**src/rtl/rxf_pkg.sv**
```systemverilog
package rxf_pkg;

   typedef enum logic [1:0] {
      RXF_SNRZ   = 2'd0,
      RXF_DNRZ   = 2'd1,
      RXF_DRZ    = 2'd2,
      RXF_SLICED = 2'd3
   } rxf_mode_e;

   localparam int RXF_SEL_W   = 3;
   localparam int RXF_N_STAT  = 5;
   localparam logic [RXF_SEL_W-1:0] RXF_SEL_PRBS = 3'd0;
   localparam logic [RXF_SEL_W-1:0] RXF_SEL_AIS  = 3'd1;
   localparam logic [RXF_SEL_W-1:0] RXF_SEL_EXZ  = 3'd2;
   localparam logic [RXF_SEL_W-1:0] RXF_SEL_BPV  = 3'd3;
   localparam logic [RXF_SEL_W-1:0] RXF_SEL_EORB = 3'd4;
   localparam logic [RXF_SEL_W-1:0] RXF_SEL_LOS  = 3'd5;
   localparam logic [RXF_SEL_W-1:0] RXF_SEL_CLK  = 3'd6;
   localparam logic [RXF_SEL_W-1:0] RXF_SEL_XOR  = 3'd7;

   typedef struct packed {
      rxf_mode_e               mode;
      logic [RXF_SEL_W-1:0]    sel;
      logic                    inv;
      logic                    edge_inv;
   } rxf_cfg_t;

   localparam rxf_cfg_t RXF_CFG_RST = '{mode: RXF_SNRZ, sel: '0, inv: 1'b0, edge_inv: 1'b0};

endpackage

```
**src/rtl/rxf_bit_timer.sv**
```systemverilog
module rxf_bit_timer (
   input  logic clk,
   input  logic rst_n,
   input  logic rec_clk,
   output logic rc_q,
   output logic bnd
);
   always_ff @(posedge clk or negedge rst_n) begin
      if (!rst_n) rc_q <= 1'b0;
      else        rc_q <= rec_clk;
   end

   // A bit starts where the sampled recovered clock rises.
   assign bnd = rec_clk & ~rc_q;
endmodule

```
**src/rtl/rxf_cfg_latch.sv**
```systemverilog
module rxf_cfg_latch
   import rxf_pkg::*;
(
   input  logic     clk,
   input  logic     rst_n,
   input  logic     bnd,
   input  rxf_cfg_t cfg_nxt,
   output rxf_cfg_t cfg_act
);
   always_ff @(posedge clk or negedge rst_n) begin
      if (!rst_n)   cfg_act <= RXF_CFG_RST;
      else if (bnd) cfg_act <= cfg_nxt;
   end
endmodule

```
**src/rtl/rxf_rail_hold.sv**
```systemverilog
module rxf_rail_hold #(
   parameter int N_RAIL = 2
) (
   input  logic              clk,
   input  logic              rst_n,
   input  logic              bnd,
   input  logic              dec_in,
   input  logic [N_RAIL-1:0] rail_in,
   output logic              dec_q,
   output logic [N_RAIL-1:0] rail_q
);
   always_ff @(posedge clk or negedge rst_n) begin
      if (!rst_n) begin
         dec_q  <= 1'b0;
         rail_q <= '0;
      end else if (bnd) begin
         dec_q  <= dec_in;
         rail_q <= rail_in;
      end
   end
endmodule

```
**src/rtl/rxf_ind_sel.sv**
```systemverilog
module rxf_ind_sel
   import rxf_pkg::*;
#(
   parameter int SEL_W  = RXF_SEL_W,
   parameter int N_STAT = RXF_N_STAT
) (
   input  logic              clk,
   input  logic              rst_n,
   input  logic              bnd,
   input  logic [SEL_W-1:0]  sel_nxt,
   input  logic [SEL_W-1:0]  sel_act,
   input  logic [N_STAT-1:0] stat_in,   // {los, bpv, exz, ais, prbs}
   input  logic              rc_q,
   input  logic              sl_x,
   output logic              mf_hold,
   output logic              mf_lvl
);
   localparam int N_IND = 1 << SEL_W;

   logic [N_IND-1:0] ind_vec;

   always_comb begin
      ind_vec = '0;
      ind_vec[RXF_SEL_PRBS] = stat_in[0];
      ind_vec[RXF_SEL_AIS]  = stat_in[1];
      ind_vec[RXF_SEL_EXZ]  = stat_in[2];
      ind_vec[RXF_SEL_BPV]  = stat_in[3];
      ind_vec[RXF_SEL_EORB] = stat_in[2] | stat_in[3];
      ind_vec[RXF_SEL_LOS]  = stat_in[4];
      ind_vec[RXF_SEL_CLK]  = rc_q;
      ind_vec[RXF_SEL_XOR]  = sl_x;
   end

   always_ff @(posedge clk or negedge rst_n) begin
      if (!rst_n)   mf_hold <= 1'b0;
      else if (bnd) mf_hold <= ind_vec[sel_nxt];
   end

   // The status indications are held per bit; the clock and the XOR of the
   // sliced rails are continuous waveforms.
   always_comb begin
      unique case (sel_act)
         RXF_SEL_CLK: mf_lvl = rc_q;
         RXF_SEL_XOR: mf_lvl = sl_x;
         default:     mf_lvl = mf_hold;
      endcase
   end
endmodule

```
**src/rtl/rx_sysif_fmt.sv**
```systemverilog
module rx_sysif_fmt
   import rxf_pkg::*;
#(
   parameter int MODE_W = 2,
   parameter int SEL_W  = RXF_SEL_W
) (
   input  logic              clk,
   input  logic              rst_n,
   input  logic              rec_clk,
   input  logic              sl_pos,
   input  logic              sl_neg,
   input  logic              nrz_pos,
   input  logic              nrz_neg,
   input  logic              dec_data,
   input  logic              st_prbs,
   input  logic              st_ais,
   input  logic              st_exz,
   input  logic              st_bpv,
   input  logic              st_los,
   input  logic [MODE_W-1:0] cfg_mode,
   input  logic [SEL_W-1:0]  cfg_mfsel,
   input  logic              cfg_inv,
   input  logic              cfg_edge,
   output logic              pin_a,
   output logic              pin_b,
   output logic              pin_c
);
   localparam int N_RAIL = 2;
   localparam int N_IND  = 1 << SEL_W;

   generate
      if (MODE_W != 2) begin : g_bad_mode
         $error("rx_sysif_fmt: MODE_W must be 2");
      end
      if (SEL_W != RXF_SEL_W || N_IND != 8) begin : g_bad_sel
         $error("rx_sysif_fmt: selector must address eight indications");
      end
   endgenerate

   logic              rc_q, bnd;
   rxf_cfg_t          cfg_nxt, cfg_act;
   logic [1:0]        mode_act;
   logic [SEL_W-1:0]  sel_act;
   logic              inv_act, edge_act;
   logic              dec_q;
   logic [N_RAIL-1:0] rail_in, rail_q, sl_in;
   logic [N_RAIL-1:0] rail_nrz, rail_rz, rail_raw;
   logic              mf_hold, mf_lvl;
   logic              clk_pin;
   logic              a_d, b_d, c_d;

   rxf_bit_timer u_tmr (
      .clk     (clk),
      .rst_n   (rst_n),
      .rec_clk (rec_clk),
      .rc_q    (rc_q),
      .bnd     (bnd)
   );

   assign cfg_nxt = '{mode: rxf_mode_e'(cfg_mode), sel: cfg_mfsel,
                      inv: cfg_inv, edge_inv: cfg_edge};

   rxf_cfg_latch u_cfg (
      .clk     (clk),
      .rst_n   (rst_n),
      .bnd     (bnd),
      .cfg_nxt (cfg_nxt),
      .cfg_act (cfg_act)
   );

   assign mode_act = cfg_act.mode;
   assign sel_act  = cfg_act.sel;
   assign inv_act  = cfg_act.inv;
   assign edge_act = cfg_act.edge_inv;

   assign rail_in = {nrz_neg, nrz_pos};
   assign sl_in   = {sl_neg, sl_pos};

   rxf_rail_hold #(.N_RAIL(N_RAIL)) u_hold (
      .clk     (clk),
      .rst_n   (rst_n),
      .bnd     (bnd),
      .dec_in  (dec_data),
      .rail_in (rail_in),
      .dec_q   (dec_q),
      .rail_q  (rail_q)
   );

   rxf_ind_sel #(.SEL_W(SEL_W), .N_STAT(RXF_N_STAT)) u_ind (
      .clk     (clk),
      .rst_n   (rst_n),
      .bnd     (bnd),
      .sel_nxt (cfg_mfsel),
      .sel_act (sel_act),
      .stat_in ({st_los, st_bpv, st_exz, st_ais, st_prbs}),
      .rc_q    (rc_q),
      .sl_x    (sl_pos ^ sl_neg),
      .mf_hold (mf_hold),
      .mf_lvl  (mf_lvl)
   );

   // Per-rail shaping for the three dual-rail formats.
   generate
      for (genvar r = 0; r < N_RAIL; r++) begin : g_rail
         assign rail_nrz[r] = rail_q[r] ^ inv_act;
         assign rail_rz[r]  = (rail_q[r] & rc_q) ^ inv_act;
         assign rail_raw[r] = sl_in[r] ^ inv_act;
      end
   endgenerate

   assign clk_pin = rc_q ^ edge_act;

   always_comb begin
      unique case (rxf_mode_e'(mode_act))
         RXF_SNRZ:   begin a_d = dec_q ^ inv_act; b_d = mf_lvl;      c_d = clk_pin; end
         RXF_DNRZ:   begin a_d = rail_nrz[0];     b_d = rail_nrz[1]; c_d = clk_pin; end
         RXF_DRZ:    begin a_d = rail_rz[0];      b_d = rail_rz[1];  c_d = clk_pin; end
         RXF_SLICED: begin a_d = rail_raw[0];     b_d = rail_raw[1]; c_d = mf_lvl;  end
         default:    begin a_d = 1'b0;            b_d = 1'b0;        c_d = 1'b0;    end
      endcase
   end

   // Registered pins: no combinational path from a mux select to a pin.
   always_ff @(posedge clk or negedge rst_n) begin
      if (!rst_n) begin
         pin_a <= 1'b0;
         pin_b <= 1'b0;
         pin_c <= 1'b0;
      end else begin
         pin_a <= a_d;
         pin_b <= b_d;
         pin_c <= c_d;
      end
   end
endmodule

```
**config.mk**
```make
export PLATFORM = sky130hd
export DESIGN_NAME = rx_sysif_fmt
export DESIGN_NICKNAME = d
export VERILOG_FILES = /design/src/rtl/rxf_pkg.sv /design/src/rtl/rxf_bit_timer.sv /design/src/rtl/rxf_cfg_latch.sv /design/src/rtl/rxf_rail_hold.sv /design/src/rtl/rxf_ind_sel.sv /design/src/rtl/rx_sysif_fmt.sv
export SDC_FILE = /design/constraint.sdc
export NUM_CORES = 1
export LEC_CHECK = 0
export ABC_AREA = 1
export CORE_MARGIN = 4
export CORE_UTILIZATION = 40
export CTS_BUF_LIST = sky130_fd_sc_hd__clkbuf_2 sky130_fd_sc_hd__clkbuf_4 sky130_fd_sc_hd__clkbuf_8
export DETAILED_ROUTE_END_ITERATION = 10
export GPL_TIMING_DRIVEN = 1
export PLACE_DENSITY = 0.71
export SYNTH_ARGS = -nofsm -noshare
export SYNTH_HDL_FRONTEND = slang
export SYNTH_SLANG_ARGS = --single-unit
```
**constraint.sdc**
```tcl
create_clock -name clk -period 1.01 [get_ports clk]
set_clock_uncertainty 0.05 [all_clocks]
set_input_delay 0.1515 -clock clk [delete_from_list [all_inputs] [get_ports clk]]
set_output_delay 0.1515 -clock clk [all_outputs]
set_load 0.02 [all_outputs]
```
==> impl_metrics.py <==
metrics = {
    "status": {
        "outcome": "finished, violations left",
        "violations": "negative setup slack",
    },
    "timing": {
        "fin_crit_sh_pct": 106,
        "min_period_ns": 1.07,
        "final_max_slew_viol_count": 0,
        "rsz0062_at_grt": "yes",
        "maxSlewHeadroom_pct": 86.9,
        "setup_viol": 10,
        "hold_viol": 0,
        "finalWorstSetupSlack_ns": -0.0610,
        "worst_pin_slew_ns": 0.197,
        "fmax_ghz": 0.934,
    },
    "final_layout": {
        "multi_input_area_um2": 413,
        "layout.area.seq_um2": 375,
        "fillers": 193,
        "mostFrequentLayoutCells": "36 x nand2_1, 18 x clkdlybuf4s50_1, 15 x dfrtp_1",
        "n_antenna_cell": 0,
        "drive_above_1_share_pct": 30.2,
        "synthToLayoutAreaGrowth_pct": 53.0,
        "final_util_pct": 64.1,
        "mostFrequentLayoutCell": "nand2_1",
        "nets": 170,
        "design_area_um2": 1260,
    },
    "clocking": {
        "cts-root-buf": "clkbuf_4",
        "cts.sinks": 15,
        "cts.clk_slew.worst_paths_ns": 0.09,
        "tritoncts": "yes",
        "htree_levels": 1,
        "insertion_delay_ns": 0.28,
        "numCtsBuffers": 3,
        "clockBufferDepth": 2,
    },
    "synthesis": {
        "syn_inst": 112,
        "synth_top_family_by_area": "simple AND/OR/NAND/NOR gates",
        "ys_ff_latch": 15,
        "synth-adder-area-share_pct": 0,
        "ys_top_cells_by_area": "dfrtp_1 46%, nand2_1 21%, inv_1 6.4%",
        "synth_warnings": 0,
        "synth.distinct_cells": 18,
        "synth_nets": 132,
        "ys_seq_area_share_pct": 45.7,
        "synthSimpleGateAreaFrac_pct": 32.4,
        "synthXorXnorAreaFrac_pct": 1.07,
        "avgSynthCellArea_um2": 7.34,
        "synth_compound_area_share_pct": 10.8,
        "synth_top_cell_area_share_pct": 45.7,
        "netlist_area_um2": 822,
        "synthMuxAreaShare_pct": 0,
        "yosysTopAreaCell": "dfrtp_1",
    },
    "power_and_ir_drop": {
        "ir_drop_mv": 0.708,
        "p_int_w": 0.00117,
        "power_frac_seq_pct": 44.9,
        "clkPwrFrac_pct": 21.9,
        "p_comb_share_pct": 33.2,
        "power.density_nw_per_um2": 1350,
        "p_leak_nw": 0.664,
        "swShare_pct": 31.1,
        "net-switching-power_w": 0.000526,
    },
    "critical_path": {
        "cp_slowest_cell": "dfrtp_1",
        "cp_common_cell": "nand2_1",
        "critPathLaunchType": "flip-flop",
        "cp.required_ns": 1.13,
        "cp_slowest_stage_delay_ns": 0.43,
        "arrival_ns": 1.19,
        "crit_chain": "inv_2 -> o21ai_0 -> nand2_1 -> nand3b_1 -> nand3_1 -> nand2_1",
        "path_max_fanout": 4,
        "critPathCaptureType": "flip-flop",
        "critPathKind": "flip-flop to flip-flop",
    },
    "global_routing": {
        "grt_pass1_wl_um": 3210,
        "antenna_found_initial": 0,
        "grt.overflow.total": 0,
        "grt_usage_pct": 16.2,
        "grt_pass1_vias": 750,
        "grt_max_degree": 16,
    },
    "route": {
        "vias_per_cell": 4.63,
        "drt_iter0_markers": 10,
        "wl_per_cell_um": 10.8,
        "dr_total_vias": 815,
        "ant_nets": 0,
        "drc": 0,
        "routed_wirelength_um": 1890,
        "drt_first_pass_iters": 4,
    },
    "floorplan": {
        "io_pins": 23,
        "die_area_um2": 2840,
        "die-width_um": 53.3,
        "start_util_pct": 41.9,
        "die_h_um": 53.3,
        "num_rows": 16,
        "coreArea_um2": 1960,
    },
    "hold_path": {
        "hold_path_class": "input pin to asynchronous set/reset pin",
    },
    "place": {
        "portBuffers": 22,
        "gp_congestion": 0.824,
        "placed_cell_area_um2": 1130,
        "dp_hpwl_um": 1480,
    },
    "run": {
        "cap_violations": 0,
    },
}
-- state kept, by name, summed over array words and instances, names as in the netlist --
| name | count |
|---|---|
| u_cfg.cfg_act | 7 |
| u_hold.rail_q | 2 |
| pin_a | 1 |
| pin_b | 1 |
| pin_c | 1 |
| u_hold.dec_q | 1 |
| u_ind.mf_hold | 1 |
| u_tmr.rc_q | 1 |
-- synthesized netlist by cell type, drive strengths merged --
cell	count
a21bo	1
a21oi	3
buf	2
clkinv	1
dfrtp	15
inv	16
nand2	47
nand3	10
nand3b	1
nand4	2
nor2	4
o2111ai	1
o21ai	8
xor2	1
-- critical path, delay by kind of cell (launching register included) --
| family | cells | cell delay [ns] |
|---|---|---|
| compound gates | 1 | 0.08 |
| simple gates | 4 | 0.26 |
| flops | 1 | 0.43 |
| buf+inv | 1 | 0.13 |
-- kinds of logic after synthesis --
| group | after synthesis |
|---|---|
| AOI/OAI and AO/OA | 13 |
| xor gates and xnor gates | 1 |
| buffers and inverters | 19 |
| DFF | 15 |
| and+or+nand+nor | 64 |
-- final timing paths --
path	from	endpoint	slack, ns	depth (start not counted)
min in group clk	nrz_pos	u_hold.rail_q[0]	0.35	3
setup reg to reg	u_tmr.rc_q	pin_a	-0.06	6
max in group asynchronous	rst_n	u_hold.dec_q	0.61	2
hold / removal	rst_n	u_cfg.cfg_act[2]	0.12	2
setup / recovery	u_tmr.rc_q	pin_a	-0.06	6
hold reg to reg	u_ind.mf_hold	u_ind.mf_hold	0.45	2
-- power by group through the flow --
| stage | registers [W] | clock network, W | logic (W) |
|---|---|---|---|
| 2_1_floorplan | 0.000787 | 0 | 0.000230 |
| 3_3_place_gp | 0.000753 | 0 | 0.000491 |
| 3_5_place_dp | 0.000761 | 0 | 0.000500 |
| 4_1_cts | 0.000753 | 0.000387 | 0.000520 |
| 5_1_grt | 0.000772 | 0.000421 | 0.000630 |
| 6_report | 0.000760 | 0.000371 | 0.000563 |
-- through the flow --
step	hold slack (ns)	setup slack [ns]	total power (W)	std cells	TNS (ns)
global placement	0.416	-0.301	0.00124	168	-2.83
finish	0.121	-0.0610	0.00169	176	-0.404
floorplan	-0.194	0.00482	0.00102	112	0
detailed placement	0.424	-0.308	0.00126	168	-3.21
global route	0.141	-0.153	0.00182	176	-1.45
CTS	0.116	-0.0609	0.00166	174	-0.566
-- layer usage --
metal	routed length (um)	GRT usage [%]	share of wire (%)
met1	804	20.2	42
met2	961	25.7	51
met3	87	3.38	4.6
met4	40	8.94	2.1
met5	0	0	0
-- what timing repair did --
action                     4_1_cts  5_1_grt
pin swaps                        2        5
setup endpoints to repair       17       17
setup buffers                    2        1
gates cloned                     0        1
hold buffers                     0        0
hold endpoints to repair         0        0
gates resized for setup         22       23
-- final cells by class --
type | instances | area share, %
inverters | 17 | 5.87
repair buffers | 35 | 26.4
clock buffers | 4 | 2.39
well taps | 27 | 2.69
multi-input cells | 78 | 32.8
flip-flops and latches | 15 | 29.9
Power figures use the tool's default switching activity.
